$ cat src/rtl/ebc_pkg.sv
package ebc_pkg;
  typedef enum logic [1:0] {
    SQ_IDLE = 2'd0,
    SQ_ADDR = 2'd1,
    SQ_STRB = 2'd2
  } sq_state_t;
endpackage

$ cat src/rtl/ebc_cs_decode.sv
module ebc_cs_decode #(
  parameter int AW = 24,
  parameter int NCS = 4,
  parameter logic [NCS*AW-1:0] CS_BASE = '0,
  parameter logic [NCS*AW-1:0] CS_MASK = '0
) (
  input  logic [AW-1:0]  addr,
  input  logic           bus8_mode,
  input  logic [NCS-2:0] area8_sel,
  output logic [NCS-1:0] hit,
  output logic           narrow
);
  logic [NCS-1:0] raw;

  for (genvar k = 0; k < NCS; k++) begin : g_win
    assign raw[k] = ((addr & CS_MASK[k*AW +: AW]) == CS_BASE[k*AW +: AW]);
    if (k == 0) begin : g_first
      assign hit[k] = raw[k];
    end else begin : g_rest
      assign hit[k] = raw[k] & ~(|raw[k-1:0]);
    end
  end

  // window 0 follows the global width only
  assign narrow = bus8_mode | (|(hit[NCS-1:1] & area8_sel));
endmodule

$ cat src/rtl/ebc_hold_ctl.sv
module ebc_hold_ctl (
  input  logic clk,
  input  logic rst,
  input  logic hold_req_n,
  input  logic seq_idle,
  output logic hold_q
);
  always_ff @(posedge clk) begin
    if (rst) begin
      hold_q <= 1'b0;
    end else if (!hold_q && seq_idle && !hold_req_n) begin
      hold_q <= 1'b1;
    end else if (hold_q && hold_req_n) begin
      hold_q <= 1'b0;
    end
  end
endmodule

$ cat src/rtl/ebc_seq.sv
module ebc_seq
  import ebc_pkg::*;
#(
  parameter int AW = 24,
  parameter int DW = 16,
  parameter int NCS = 4
) (
  input  logic           clk,
  input  logic           rst,
  input  logic           start,
  input  logic [AW-1:0]  s_addr,
  input  logic [DW-1:0]  s_wdata,
  input  logic [1:0]     s_be,
  input  logic           s_wr,
  input  logic           s_narrow,
  input  logic [NCS-1:0] s_sel_n,
  input  logic           rdy,
  input  logic [DW-1:0]  din,
  output logic           idle,
  output logic [AW-1:0]  addr_o,
  output logic [DW-1:0]  dout_o,
  output logic           lat_o,
  output logic           rstb_n_o,
  output logic           wlo_n_o,
  output logic           whi_n_o,
  output logic [NCS-1:0] sel_n_o,
  output logic           dat_oe_o,
  output logic           done_o,
  output logic [DW-1:0]  rdata_o
);
  localparam int BW = DW / 2;

  sq_state_t      st;
  logic           second_q, hi_lane_q, narrow_q, wr_q;
  logic [1:0]     be_q;
  logic [DW-1:0]  wdata_q;

  assign idle = (st == SQ_IDLE);

  always_ff @(posedge clk) begin
    if (rst) begin
      st        <= SQ_IDLE;
      lat_o     <= 1'b0;
      rstb_n_o  <= 1'b1;
      wlo_n_o   <= 1'b1;
      whi_n_o   <= 1'b1;
      sel_n_o   <= '1;
      dat_oe_o  <= 1'b0;
      done_o    <= 1'b0;
      addr_o    <= '0;
      dout_o    <= '0;
      rdata_o   <= '0;
      second_q  <= 1'b0;
      hi_lane_q <= 1'b0;
      narrow_q  <= 1'b0;
      wr_q      <= 1'b0;
      be_q      <= '0;
      wdata_q   <= '0;
    end else begin
      done_o <= 1'b0;
      case (st)
        SQ_IDLE: begin
          if (start) begin
            narrow_q <= s_narrow;
            wr_q     <= s_wr;
            be_q     <= s_be;
            wdata_q  <= s_wdata;
            sel_n_o  <= s_sel_n;
            dat_oe_o <= s_wr;
            lat_o    <= 1'b1;
            rdata_o  <= '0;
            st       <= SQ_ADDR;
            if (s_narrow && s_be == 2'b10) begin
              addr_o    <= {s_addr[AW-1:1], 1'b1};
              dout_o    <= {s_wdata[DW-1:BW], s_wdata[DW-1:BW]};
              hi_lane_q <= 1'b1;
              second_q  <= 1'b0;
            end else begin
              addr_o    <= {s_addr[AW-1:1], 1'b0};
              dout_o    <= s_wdata;
              hi_lane_q <= 1'b0;
              second_q  <= s_narrow & (&s_be);
            end
          end
        end
        SQ_ADDR: begin
          lat_o    <= 1'b0;
          rstb_n_o <= wr_q;
          wlo_n_o  <= !(wr_q && (narrow_q || be_q[0]));
          whi_n_o  <= !(wr_q && !narrow_q && be_q[1]);
          st       <= SQ_STRB;
        end
        SQ_STRB: begin
          if (rdy) begin
            rstb_n_o <= 1'b1;
            wlo_n_o  <= 1'b1;
            whi_n_o  <= 1'b1;
            if (!wr_q) begin
              if (!narrow_q) begin
                rdata_o <= din;
              end else if (hi_lane_q) begin
                rdata_o[DW-1:BW] <= din[BW-1:0];
              end else begin
                rdata_o[BW-1:0] <= din[BW-1:0];
              end
            end
            if (second_q) begin
              second_q  <= 1'b0;
              hi_lane_q <= 1'b1;
              addr_o    <= {addr_o[AW-1:1], 1'b1};
              dout_o    <= {wdata_q[DW-1:BW], wdata_q[DW-1:BW]};
              lat_o     <= 1'b1;
              st        <= SQ_ADDR;
            end else begin
              st       <= SQ_IDLE;
              done_o   <= 1'b1;
              sel_n_o  <= '1;
              dat_oe_o <= 1'b0;
            end
          end
        end
        default: st <= SQ_IDLE;
      endcase
    end
  end
endmodule

$ cat src/rtl/ext_bus_ctrl.sv
module ext_bus_ctrl #(
  parameter int AW = 24,
  parameter int DW = 16,
  parameter int NCS = 4,
  parameter logic [AW-1:0] INT_TOP = 24'h010000,
  parameter logic [NCS*AW-1:0] CS_BASE = {24'h400000, 24'h300000, 24'h200000, 24'h100000},
  parameter logic [NCS*AW-1:0] CS_MASK = {24'hF00000, 24'hF00000, 24'hF00000, 24'hF00000}
) (
  input  logic           clk,
  input  logic           rst,
  input  logic           req_valid,
  input  logic [AW-1:0]  req_addr,
  input  logic [DW-1:0]  req_wdata,
  input  logic [1:0]     req_be,
  input  logic           req_write,
  output logic           busy,
  output logic           done,
  output logic [DW-1:0]  rd_data,
  input  logic           bus8_mode,
  input  logic [NCS-2:0] area8_sel,
  input  logic           bus_ready,
  input  logic           hold_req_n,
  output logic           hold_ack_n,
  output logic [AW-1:0]  bus_addr,
  output logic [DW-1:0]  bus_dout,
  input  logic [DW-1:0]  bus_din,
  output logic           ctl_oe,
  output logic           dat_oe,
  output logic           addr_lat,
  output logic           rstb_n,
  output logic           wstb_lo_n,
  output logic           wstb_hi_n,
  output logic [NCS-1:0] sel_n
);
  logic [NCS-1:0] hit;
  logic           narrow, seq_idle, hold_q, is_ext, can_go, start, seq_dat_oe;

  ebc_cs_decode #(.AW(AW), .NCS(NCS), .CS_BASE(CS_BASE), .CS_MASK(CS_MASK)) u_dec (
    .addr(req_addr), .bus8_mode(bus8_mode), .area8_sel(area8_sel),
    .hit(hit), .narrow(narrow)
  );

  ebc_hold_ctl u_hold (
    .clk(clk), .rst(rst), .hold_req_n(hold_req_n), .seq_idle(seq_idle), .hold_q(hold_q)
  );

  assign is_ext = (req_addr >= INT_TOP);
  assign can_go = seq_idle && !hold_q && hold_req_n;
  assign start  = req_valid && is_ext && can_go;
  assign busy   = req_valid && is_ext && !can_go;

  ebc_seq #(.AW(AW), .DW(DW), .NCS(NCS)) u_seq (
    .clk(clk), .rst(rst), .start(start),
    .s_addr(req_addr), .s_wdata(req_wdata), .s_be(req_be), .s_wr(req_write),
    .s_narrow(narrow), .s_sel_n(~hit),
    .rdy(bus_ready), .din(bus_din),
    .idle(seq_idle), .addr_o(bus_addr), .dout_o(bus_dout), .lat_o(addr_lat),
    .rstb_n_o(rstb_n), .wlo_n_o(wstb_lo_n), .whi_n_o(wstb_hi_n),
    .sel_n_o(sel_n), .dat_oe_o(seq_dat_oe), .done_o(done), .rdata_o(rd_data)
  );

  assign hold_ack_n = !hold_q;
  assign ctl_oe     = !hold_q;
  assign dat_oe     = seq_dat_oe && !hold_q;
endmodule

$ cat config.mk
export PLATFORM = sky130hd
export DESIGN_NAME = ext_bus_ctrl
export DESIGN_NICKNAME = d
export VERILOG_FILES = /design/src/rtl/ebc_pkg.sv /design/src/rtl/ebc_cs_decode.sv /design/src/rtl/ebc_hold_ctl.sv /design/src/rtl/ebc_seq.sv /design/src/rtl/ext_bus_ctrl.sv
export SDC_FILE = /design/constraint.sdc
export NUM_CORES = 1
export LEC_CHECK = 0
export CELL_PAD_IN_SITES_DETAIL_PLACEMENT = 0
export CELL_PAD_IN_SITES_GLOBAL_PLACEMENT = 1
export CORE_ASPECT_RATIO = 0.7
export CORE_MARGIN = 10
export CORE_UTILIZATION = 45
export CTS_CLUSTER_DIAMETER = 50
export DETAILED_ROUTE_END_ITERATION = 6
export DONT_BUFFER_PORTS = 1
export PLACE_DENSITY = 0.8
export SETUP_SLACK_MARGIN = 0.2
export SLEW_MARGIN = 20
export SYNTH_ARGS = -nofsm -noshare
export SYNTH_HDL_FRONTEND = slang
export SYNTH_SLANG_ARGS = --single-unit
$ cat constraint.sdc
create_clock -name clk -period 2.7 [get_ports clk]
set_input_delay 0.405 -clock clk [delete_from_list [all_inputs] [get_ports clk]]
set_output_delay 0.405 -clock clk [all_outputs]
set_load 0.05 [all_outputs]
# --- After elaboration in Yosys (flattened, before gate mapping) ---
# Index checks and enable logic that the tools add are counted.
# Widths: inputs -> output; s select.
totals:
  elab_cells: 133
  inputBits: 68
  reg_bits: 91
  output_inout_bits: 69
op_classes:
  eq_ne: 14
  magnitude_cmp: 1
  reduce_logical: 39
  bitwise_logic: 12
  muxes: 47
ops:
  columns: ["op", "n"]
  rows:
  - ["$mux 16", 7]
  - ["$pmux 16 s2", 2]
  - ["$mux 24", 2]
  - ["$pmux 24 s2", 1]
  - ["$ge 24x17->1 const B", 1]
  - ["$mux 8", 3]
  - ["$mux 1", 18]
  - ["$logic_and 1x1->1", 12]
  - ["$mux 4", 3]
  - ["$pmux 1 s2", 6]
  - ["$reduce_and 4->1", 3]
  - ["$reduce_and 5->1", 2]
  - ["$reduce_or 3->1", 3]
  - ["$eq 4x2->1 const B", 2]
  - ["$ne 2x2->1 const B", 4]
  - ["$pmux 4 s2", 1]
  - ["$reduce_and 2->1", 4]
  - ["$logic_not 1->1", 6]
  - ["$pmux 2 s3", 1]
  - ["$reduce_and 3->1", 2]
  - ["$reduce_bool 2->1", 3]
  - ["$not 1->1", 5]
  - ["$and 1x1->1", 4]
  - ["$eq 2x2->1 const B", 2]
  - ["15 further kinds", 16]

# --- Depth between registers and ports, before layout ---
# Gate-level depths: netlist of the first run.
depth:
  depth_word: 11
  mapped_depth: 7

# --- Modules after synthesis ---
# Synthesis of the first run repeated with hierarchy kept, for this count alone.
unflattened:
  cells_unflattened: 423
  area_unflattened_um2: 3553.4
modules_own_cells:
  columns: ["module", "n_inst", "cells_each", "area_each_um2", "seq_area_each_um2"]
  rows:
  - ["ebc_seq", 1, 399, 3344.5, 1621.6]
  - ["ext_bus_ctrl", 1, 14, 106.4, 0.0]
  - ["ebc_cs_decode", 1, 7, 68.8, 0.0]
  - ["ebc_hold_ctl", 1, 3, 33.8, 20.0]

# --- Worst setup path after synthesis of the first run ---
# OpenSTA, ideal clock, no wires.
synth_path:
  path_type: "reg-to-reg"
  from: "register u_seq.st[1]"
  to: "register u_seq.rdata_o[5]"
  stages_incl_launch_ff: 7
  slack_ns: 0.636
  n_path_buf: 1
  period_less_slack_ns: 2.064
  t_arrival_ns: 1.936
  t_required_ns: 2.572
  cell_sequence: "dfxtp_1 or4b_4 a211o_4 buf_6 a21oi_4 mux2i_1 nor2_1"
synth_between:
  elab_chain_cells: 6
  word_cells_on_any_way: 12
synth_rtl:
  columns: ["element", "line_no", "rtl"]
  rows:
  - ["start: declaration", "ebc_seq.sv:33", "sq_state_t st;"]
  - ["start signal: assignment", "ebc_seq.sv:42", "st <= SQ_IDLE;"]
  - ["start signal: assignment", "ebc_seq.sv:72", "st <= SQ_ADDR;"]
  - ["start signal: assignment", "ebc_seq.sv:91", "st <= SQ_STRB;"]
  - ["$logic_not 2->1", "ebc_seq.sv:38, ebc_seq.sv:61", null]
  - ["$logic_and 1x1->1 (2 in series)", "ext_bus_ctrl.sv:48", "assign can_go = seq_idle && !hold_q && hold_req_n;"]
  - ["$logic_and 1x1->1", "ext_bus_ctrl.sv:49", "assign start = req_valid && is_ext && can_go;"]
  - ["$ne 2x2->1 (no line)", null, null]
  - ["$reduce_and 5->1 (no line)", null, null]
  - ["end signal: assignment", "ebc_seq.sv:100", "rdata_o <= din;"]
  - ["end signal: indexed assignment", "ebc_seq.sv:102", "rdata_o[DW-1:BW] <= din[BW-1:0];"]
  - ["end signal: indexed assignment", "ebc_seq.sv:104", "rdata_o[BW-1:0] <= din[BW-1:0];"]
  - ["end: declaration", "ebc_seq.sv:29", "output logic [DW-1:0] rdata_o"]
# Parallel ways exist; a longest one is shown, timed or not.
# A chain may end at the register's enable or synchronous reset.

# --- Worst setup path in the final report of the first run ---
layout_path:
  from: "register u_seq.st[1]"
  to: "register u_seq.dout_o[5]"
layout_between:
  elab_chain_cells: 6
  word_cells_on_any_way: 11
layout_rtl:
  columns: ["element", "line_no", "rtl"]
  rows:
  - ["$logic_not 2->1", "ebc_seq.sv:38, ebc_seq.sv:61", null]
  - ["$logic_and 1x1->1 (2 in series)", "ext_bus_ctrl.sv:48", null]
  - ["$logic_and 1x1->1", "ext_bus_ctrl.sv:49", null]
  - ["$ne 2x2->1 (no line)", null, null]
  - ["$reduce_and 4->1 (no line)", null, null]
  - ["end signal: assignment", "ebc_seq.sv:75", "dout_o <= {s_wdata[DW-1:BW], s_wdata[DW-1:BW]};"]
  - ["end signal: assignment", "ebc_seq.sv:80", "dout_o <= s_wdata;"]
  - ["end signal: assignment", "ebc_seq.sv:111", "dout_o <= {wdata_q[DW-1:BW], wdata_q[DW-1:BW]};"]
  - ["end: declaration", "ebc_seq.sv:21", "output logic [DW-1:0] dout_o,"]
# Parallel ways exist; a longest one is shown, timed or not.

==> metrics.txt, run 1 <==
switching share of power=0.271; ys flop type=dfxtp_1; sequential power share=0.492; Post-synth EDFFs=0; routed vias/inst=5.72; Avg Inst Size Synth=8.51 sq um; initial drt markers=208; async set-reset flop share out of synthesis=0; CP max stage delay=0.63 ns; Die X-Extent=127 microns; CTS Buffer Depth=2; VDD IR max=471 uV; Netlist cell types=41; Ys Warns=0; Tot GR Track Use=0.163; Final Hold Fails=0; Power Internal=2.12 mW; port bufs=0; Clk pin slew, worst setup/hold paths=0.06 ns; relative slew slack=0.440; Tcrit/Tclk final=0.858; post-route antenna net violation count=0; Setup TNS=0 ns; most numerous cell in the Yosys netlist=dfxtp_1; f_max=431 MHz; Std-Cell Rows=27; Clock Latency Late Sink=0.33 ns; CTS tree=yes; PostCTS Resize Cnt=0; first-pass iteration count of the detailed router=5; GPL Wtd Cong=0.753; leakage=1.46 nW; postcts setup bufs=0; final setup vio count=0; Slew @ Worst Pin=0.840 ns; effective utilization at floorplan=0.459; CP cell instances=or4b_4, a211o_4, or3_1, o221ai_1; Worst Path Arrival=2.57 ns; min Tclk post-route=2.32 ns; multi-input logic area=1780 sq um; CP required=2.95 ns; CP Class=flip-flop to flip-flop; PD cells=734 nW/um^2; fillers=734; DR DRC count=0; min-delay worst type=input port to flip-flop; CP startpoint kind=flip-flop; first-pass GRT wire length=15.8 mm; sequential element share of the synthesized area=0.458; total CTS buffers=9; die area=12000 sq um; # hold bufs at CTS=0; htree depth=3; CP Capture Type=flip-flop; FF/Latch Area=1640 sq um; MaxCap Viol Count=0; largest net degree at the start of global routing=92; post-synth top area share=0.458; cell taking the most area after synthesis=dfxtp_1; vias in the first global route=2886; cell count after synthesis=421; Synth Cell Area=3580 sq um; ANT cells=0; DP Wirelength=6.80 mm; CTS Sinks=82; Final Max Slew Viols=0; fin util=0.507; CP max FO=14; Die Y=94.6 microns; routed wire length=10.0 mm; IO Pins=137; Worst path slowest cell=or4b_4; root buf cell=clkbuf_16; Yosys reg bits=82; post-DR wirelength/cell=19.6 microns; status=finished clean; Comb power frac=0.080; RSZ-0062 raised after global routing=no; synth top area cells=dfxtp_1, mux2i_1, nand2_1, a21oi_1, nor2_1; top post-synthesis cells by count=dfxtp_1, nand2_1, nor2_1; Layout area overhead=10.5%; initial antenna violation count=0; global route overflow=0; Clk pwr share=0.427; sw power=0.788 mW; Design Power=2.90 mW; Final nets=475; Syn Nets=489; routed vias=2932; share of cells above drive strength 1=0.0898; Core Area=7800 sq um; clock skew=0.00531 ns
-- worst max-delay path: cells and delay by family, from the launching register on --
family             cells  cell delay, ns
DFF                    1            0.39
and+or+nand+nor        2            1.16
AOI/OAI and AO/OA      2            0.68
-- power by group through the flow --
stage,registers (mW),clock network [mW],logic [mW]
floorplan,1.44,0,0.213
detailed placement,1.46,0,0.235
global route,1.44,1.32,0.260
global placement,1.46,0,0.229
finish,1.43,1.24,0.233
CTS,1.43,1.28,0.236
-- per-layer routing --
layer,global-route usage,wire length (microns),share of wire
met1,0.190,4250,0.42
met2,0.242,4480,0.45
met3,0.102,1190,0.12
met4,0.0567,128,0.013
met5,0,0,0
-- area by class of cell --
class,instances,area share
clock buffers,11,0.0639
clock inverters,5,0.0133
inverters,5,0.00474
multi-input cells,299,0.449
flip-flops and latches,82,0.415
well taps,101,0.0319
repair buffers,10,0.0221
-- flip-flops by register name (all words and copies together) (netlist names), 2 cells and up --
register	cells
u_seq.addr_o	24
u_seq.be_q	2
u_seq.dout_o	16
u_seq.rdata_o	16
u_seq.sel_n_o	4
u_seq.st	2
u_seq.wdata_q	8
-- metrics by stage --
step / setup slack (ns) / instances / hold WS (ns) / cell area [sq um]
finish: 0.382 / 513 / 0.143 / 3960
CTS: 0.376 / 513 / 0.126 / 3960
detailed placement: 0.392 / 497 / 0.452 / 3650
global placement: 0.440 / 497 / 0.436 / 3650
floorplan: 0.636 / 421 / 0.432 / 3580
global route: 0.288 / 513 / 0.121 / 3960
-- worst paths after layout --
| kind | cells past startpoint | from | to | slack (ns) |
|---|---|---|---|---|
| max | 4 | u_seq.st[1] | u_seq.dout_o[5] | 0.38 |
| min | 1 | rst | u_seq.dout_o[10] | 0.14 |
| max reg2reg | 4 | u_seq.st[1] | u_seq.dout_o[5] | 0.38 |
| min reg2reg | 2 | u_seq.wdata_q[13] | u_seq.wdata_q[13] | 0.46 |
-- cell families (layout without fill, tap and decap cells) --
group	after synthesis	in the layout	share of synthesized area
AO/OA/AOI/OAI	80	80	0.150
buffers and inverters	40	31	0.0489
flip-flops	82	82	0.458
multiplexers	32	32	0.0894
AND/OR/NAND/NOR	187	187	0.253
-- cells in the final DEF (no fill, tap or decap), types with 3 or more instances in the layout --
master and instances:
a211oi_1 3, a21oi_1 40, a311oi_1 8, and2_1 9, buf_4 9, clkbuf_16 9, clkinv_2 3, dfxtp_1 82
inv_1 5, mux2i_1 32, nand2_1 63, nand2b_1 15, nand3_1 24, nand4_1 3, nand4b_1 8, nor2_1 45
nor2b_1 4, nor3_1 4, o21ai_0 8, o221ai_1 8
No activity file was read; power rests on OpenSTA's default activity.
==> run 2: changes to the inputs <==
==> constraint.sdc (replaced) <==
create_clock -name clk -period 2.7 [get_ports clk]
set_input_delay 0.54 -clock clk [delete_from_list [all_inputs] [get_ports clk]]
set_output_delay 0.54 -clock clk [all_outputs]
set_load 0.05 [all_outputs]
==> metrics.txt, run 2 (synthesis gave the netlist of run 1 again) <==
CP Capture Type=flip-flop; # hold bufs at CTS=0 (unchanged); post-DR wirelength/cell=19.5 microns (-0.48%); root buf cell=clkbuf_16; die area=12000 sq um (unchanged); f_max=428 MHz (-0.89%); CTS tree=yes; Std-Cell Rows=27 (unchanged); Worst Reg-to-Reg Cells=4 (unchanged); initial antenna violation count=0 (unchanged); IO Pins=137 (unchanged); leakage=1.47 nW (+1.2%); Hold Crit Depth=1 (unchanged); R2R Setup Slk=0.36 ns (-0.02 ns); effective utilization at floorplan=0.459 (unchanged); Comb power frac=0.076 (-0.004); Layout area overhead=11.6%; min Tclk post-route=2.34 ns (+0.0209 ns); switching share of power=0.261 (-0.0104); PostCTS Resize Cnt=0 (unchanged); Die X-Extent=127 microns (unchanged); routed wire length=10.0 mm (-0.29%); Clock Latency Late Sink=0.33 ns (about the same); DP Wirelength=6.96 mm (+2.4%); PD cells=758 nW/um^2 (+3.3%); sequential power share=0.472 (-0.020); clock skew=0.00703 ns (+0.00173 ns); htree depth=3 (unchanged); DR DRC count=0 (unchanged); postcts setup bufs=0 (unchanged); Tcrit/Tclk final=0.866 (+0.00773); Crit. Startpoint=u_seq.st[1]; CP Class=flip-flop to flip-flop; Worst Path Arrival=2.59 ns (+0.02 ns); Power Internal=2.24 mW (+5.8%); Clk pin slew, worst setup/hold paths=0.06 ns (about the same); sw power=0.790 mW (+0.33%); final setup vio count=0 (unchanged); initial drt markers=245 (+18%); VDD IR max=505 uV (+7.2%); Biggest register=u_seq.addr_o; GPL Wtd Cong=0.760 (+0.90%); termination of the worst setup path=u_seq.dout_o[2]; CTS Sinks=82 (unchanged); routed vias=2886 (-1.6%); relative slew slack=0.439 (about the same); max reg flops=24 (unchanged); first-pass GRT wire length=15.8 mm (about the same); Slew @ Worst Pin=0.840 ns (+0.000585 ns); Tot GR Track Use=0.164 (+0.000864); Core Area=7800 sq um (unchanged); beginning of the worst register-to-register path=u_seq.st[1]; Final Hold Fails=0 (unchanged); Cells after DPL=498 (+0.20%); CP startpoint kind=flip-flop; MaxCap Viol Count=0 (unchanged); CTS Buffer Depth=2 (unchanged); RSZ-0062 raised after global routing=no; Clk pwr share=0.451 (+0.024); post-route antenna net violation count=0 (unchanged); total CTS buffers=9 (unchanged); Final nets=476 (+0.21%); first-pass iteration count of the detailed router=5 (unchanged); r2r endpoint=u_seq.dout_o[2]; Die Y=94.6 microns (unchanged); status=finished clean; most frequent cells in the layout=dfxtp_1, nand2_1, nor2_1, a21oi_1, mux2i_1; Final Max Slew Viols=0 (unchanged); routed vias/inst=5.61 (-1.8%); largest net degree at the start of global routing=92 (unchanged); Setup TNS=0 ns (unchanged); port bufs=0 (unchanged); CP required=2.95 ns (about the same); min-delay worst type=input port to flip-flop; share of cells above drive strength 1=0.0920 (+0.00220); most common cell after layout, fill and taps aside=dfxtp_1; global route overflow=0 (unchanged); ANT cells=0 (unchanged); vias in the first global route=2840 (-1.6%); Post-Layout Cell Count=514 (+0.19%); CP max FO=14 (unchanged); Largest regs=u_seq.addr_o: 24 flops, u_seq.dout_o: 16 flops, u_seq.rdata_o: 16 flops
run 2: cell count changes in the layout (fill, tap and decap cells not counted):
cell       previous run  this run
clkinv_2              3         1
buf_4                 9        10
bufinv_16             1         2
clkbuf_8              2         3
run 2: power groups by stage:
stage	Combinational (mW)	Sequential, mW	Clock, mW
2_1_floorplan	0.213	1.44	0
3_3_place_gp	0.229	1.46	0
3_5_place_dp	0.235	1.46	0
4_1_cts	0.235	1.43	1.40
5_1_grt	0.259	1.44	1.46
6_report	0.232	1.43	1.37
run 2: worst min path at each step:
stage,start,to
finish,rst,u_seq.dout_o[14]
global route,rst,u_seq.wdata_q[10]
CTS,rst,u_seq.wdata_q[10]
detailed placement,u_seq.be_q[1],u_seq.be_q[1]
global placement,u_seq.be_q[1],u_seq.be_q[1]
floorplan,u_seq.be_q[1],u_seq.be_q[1]
run 2: layout make-up:
cell class	count	area, sq um
Clock inverter	4	72.6
Clock buffer	12	267
Timing Repair Buffer	11	95.1
Sequential cell	82	1640
Fill cell	730	3800
Multi-Input combinational cell	299	1780
Tap cell	101	126
Inverter	5	18.8
run 2: critical path, stage by stage (launching register included):
cell and delay [ns]:
dfxtp_1 0.39, or4b_4 0.62, a211o_4 0.43, or3_1 0.54, o221ai_1 0.25
run 2: metrics by stage:
step	cell area [sq um]	utilization	hold slack [ns]	setup WS (ns)	power, mW
3_3_place_gp	3660	0.469	0.437	0.386	1.69
3_5_place_dp	3660	0.469	0.437	0.337	1.69
6_report	4000	0.512	0.276	0.362	3.03
4_1_cts	4000	0.512	0.264	0.372	3.07
5_1_grt	4000	0.512	0.260	0.312	3.15
2_1_floorplan	3580	-	0.432	0.537	1.65
run 2: layer usage:
metal  share of wire  track usage  up-vias
met5               0            0        -
met4           0.010       0.0577        0
met3            0.12       0.0996        7
met2            0.45        0.249      106
met1            0.42        0.188     1339
li1                -            -     1434
==> run 3: changes to the inputs <==
Settings changed: CORE_MARGIN 10 to 4, CORE_UTILIZATION 45 to 27, PLACE_DENSITY 0.8 to 0.54.
==> metrics.txt, run 3 (synthesis gave the netlist of run 1 again) <==
sequential power share=0.486 (+0.014); effective utilization at floorplan=0.283 (-0.176); Layout area overhead=13.4%; max reg flops=24 (unchanged); Std-Cell Rows=34 (+26%); Die X-Extent=146 microns (+15%); final setup vio count=0 (unchanged); leakage=1.47 nW (-0.23%); Setup TNS=0 ns (unchanged); Hold WS=0.285 ns (+0.00871 ns); PD cells=723 nW/um^2 (-4.6%); total CTS buffers=9 (unchanged); CP required=2.95 ns (about the same); clock skew=0.00525 ns (-0.00178 ns); Power Internal=2.15 mW (-4.2%); CP startpoint kind=flip-flop; global route overflow=0 (unchanged); Largest regs=u_seq.addr_o: 24 flops, u_seq.dout_o: 16 flops, u_seq.rdata_o: 16 flops; Design Power=2.94 mW (-3.1%); Worst Reg-to-Reg Cells=4 (unchanged); worst slack, placed=0.305 ns (-0.0321 ns); Final Hold Fails=0 (unchanged); f_max=443 MHz (+3.5%); worst-case hold path end point=u_hold.hold_q; port bufs=0 (unchanged); Hold Crit Depth=1 (unchanged); initial drt markers=171 (-30%); Clock Latency Late Sink=0.33 ns (about the same); post-DR wirelength/cell=18.2 microns (-6.4%); htree depth=3 (unchanged); met1 Use GR=0.180 (-0.00817); die area=15200 sq um (+27%); CTS Buffer Depth=2 (unchanged); fillers=1336 (+83%); fin util=0.320 (-0.192); switching share of power=0.269 (+0.00858); CP max FO=18 (+4); DR DRC count=0 (unchanged); Comb power frac=0.082 (+0.006); IO Pins=137 (unchanged); Worst Path Arrival=2.51 ns (-0.08 ns); R2R Setup Slk=0.44 ns (+0.08 ns); Tcrit/Tclk final=0.836 (-0.0297); first-pass iteration count of the detailed router=4 (-1); routed vias/inst=5.01 (-11%); sw power=0.791 mW (+0.13%); start point of the worst hold path=hold_req_n; Slew @ Worst Pin=0.840 ns (-0.000332 ns); Clk pwr share=0.431 (-0.020); post-route antenna net violation count=0 (unchanged); Final Max Slew Viols=0 (unchanged); GR met3 Demand/Resource=0.0623 (-0.0373); DP Wirelength=7.04 mm (+1.1%); initial antenna violation count=0 (unchanged); beginning of the worst register-to-register path=u_seq.st[0]; CP Capture Type=flip-flop; routed wire length=10.5 mm (+4.7%); share of cells above drive strength 1=0.0896 (-0.00242); Core Area=12700 sq um (+62%); status=finished clean; most common cell after layout, fill and taps aside=dfxtp_1; Final nets=477 (+0.21%); Die Y=104 microns (+10%); relative slew slack=0.439 (about the same); root buf cell=clkbuf_16; postcts setup bufs=0 (unchanged); Tot GR Track Use=0.138 (-0.0265); VDD IR max=281 uV (-44%); # hold bufs at CTS=0 (unchanged); MaxCap Viol Count=0 (unchanged); PostCTS Resize Cnt=0 (unchanged); routed vias=2878 (-0.28%); busiest grt layer=met2; FF/Latch Area=1640 sq um (unchanged); most frequent cells in the layout=dfxtp_1, nand2_1, nor2_1, a21oi_1, mux2i_1; Clk pin slew, worst setup/hold paths=0.06 ns (about the same); CTS Sinks=82 (unchanged); r2r endpoint=u_seq.dout_o[0]; min-delay worst type=input port to flip-flop; Biggest register=u_seq.addr_o; ANT cells=0 (unchanged); global routing usage on met2=0.209 (-0.0401); vias in the first global route=2875 (+1.2%); CTS tree=yes; largest net degree at the start of global routing=92 (unchanged); multi-input logic area=1780 sq um (unchanged); Post-Layout Cell Count=575 (+12%); Cells after DPL=560 (+12%); RSZ-0062 raised after global routing=no; final setup margin=0.442 ns (+0.0801 ns); dpl cell area=3760 sq um (+2.6%); CP Class=flip-flop to flip-flop; Design Area, Final=4060 sq um (+1.6%); min Tclk post-route=2.26 ns (-0.0801 ns); GPL Wtd Cong=0.688 (-9.4%); first-pass GRT wire length=16.7 mm (+6.2%)
run 3: cell type report:
| cell class | instances | share of cell area |
|---|---|---|
| multi-input combinational | 299 | 0.438 |
| sequential | 82 | 0.404 |
| clock buffer | 13 | 0.0665 |
| tap | 162 | 0.0499 |
| timing repair buffer | 12 | 0.0283 |
| clock inverter | 2 | 0.00863 |
| inverter | 5 | 0.00462 |
run 3: critical path, cell delays in order (launching register included):
cell	delay (ns)
dfxtp_1	0.37
or4b_4	0.56
a211o_4	0.46
or3_1	0.54
o221ai_1	0.24
run 3: power by group through the flow:
| stage | logic, mW | clock network (mW) | registers [mW] |
|---|---|---|---|
| 2_1_floorplan | 0.213 | 0 | 1.44 |
| 3_3_place_gp | 0.243 | 0 | 1.46 |
| 3_5_place_dp | 0.246 | 0 | 1.46 |
| 4_1_cts | 0.247 | 1.32 | 1.43 |
| 5_1_grt | 0.271 | 1.38 | 1.43 |
| 6_report | 0.242 | 1.27 | 1.43 |
run 3: worst max path at each step:
| stage | end | cells after the start | startpoint | slack, ns |
|---|---|---|---|---|
| floorplan | u_seq.rdata_o[5] | 6 | hold_req_n | 0.54 |
| global placement | u_seq.dout_o[5] | 4 | hold_req_n | 0.33 |
| detailed placement | u_seq.dout_o[4] | 4 | hold_req_n | 0.30 |
| CTS | u_seq.dout_o[0] | 4 | u_seq.st[0] | 0.42 |
| global route | u_seq.dout_o[5] | 4 | u_seq.st[0] | 0.33 |
| finish | u_seq.dout_o[0] | 4 | u_seq.st[0] | 0.44 |
run 3: per-layer routing:
layer	up-vias	wire, microns
met1	1351	4810
met4	0	72
met5	-	0
li1	1437	-
met3	6	880
met2	84	4720
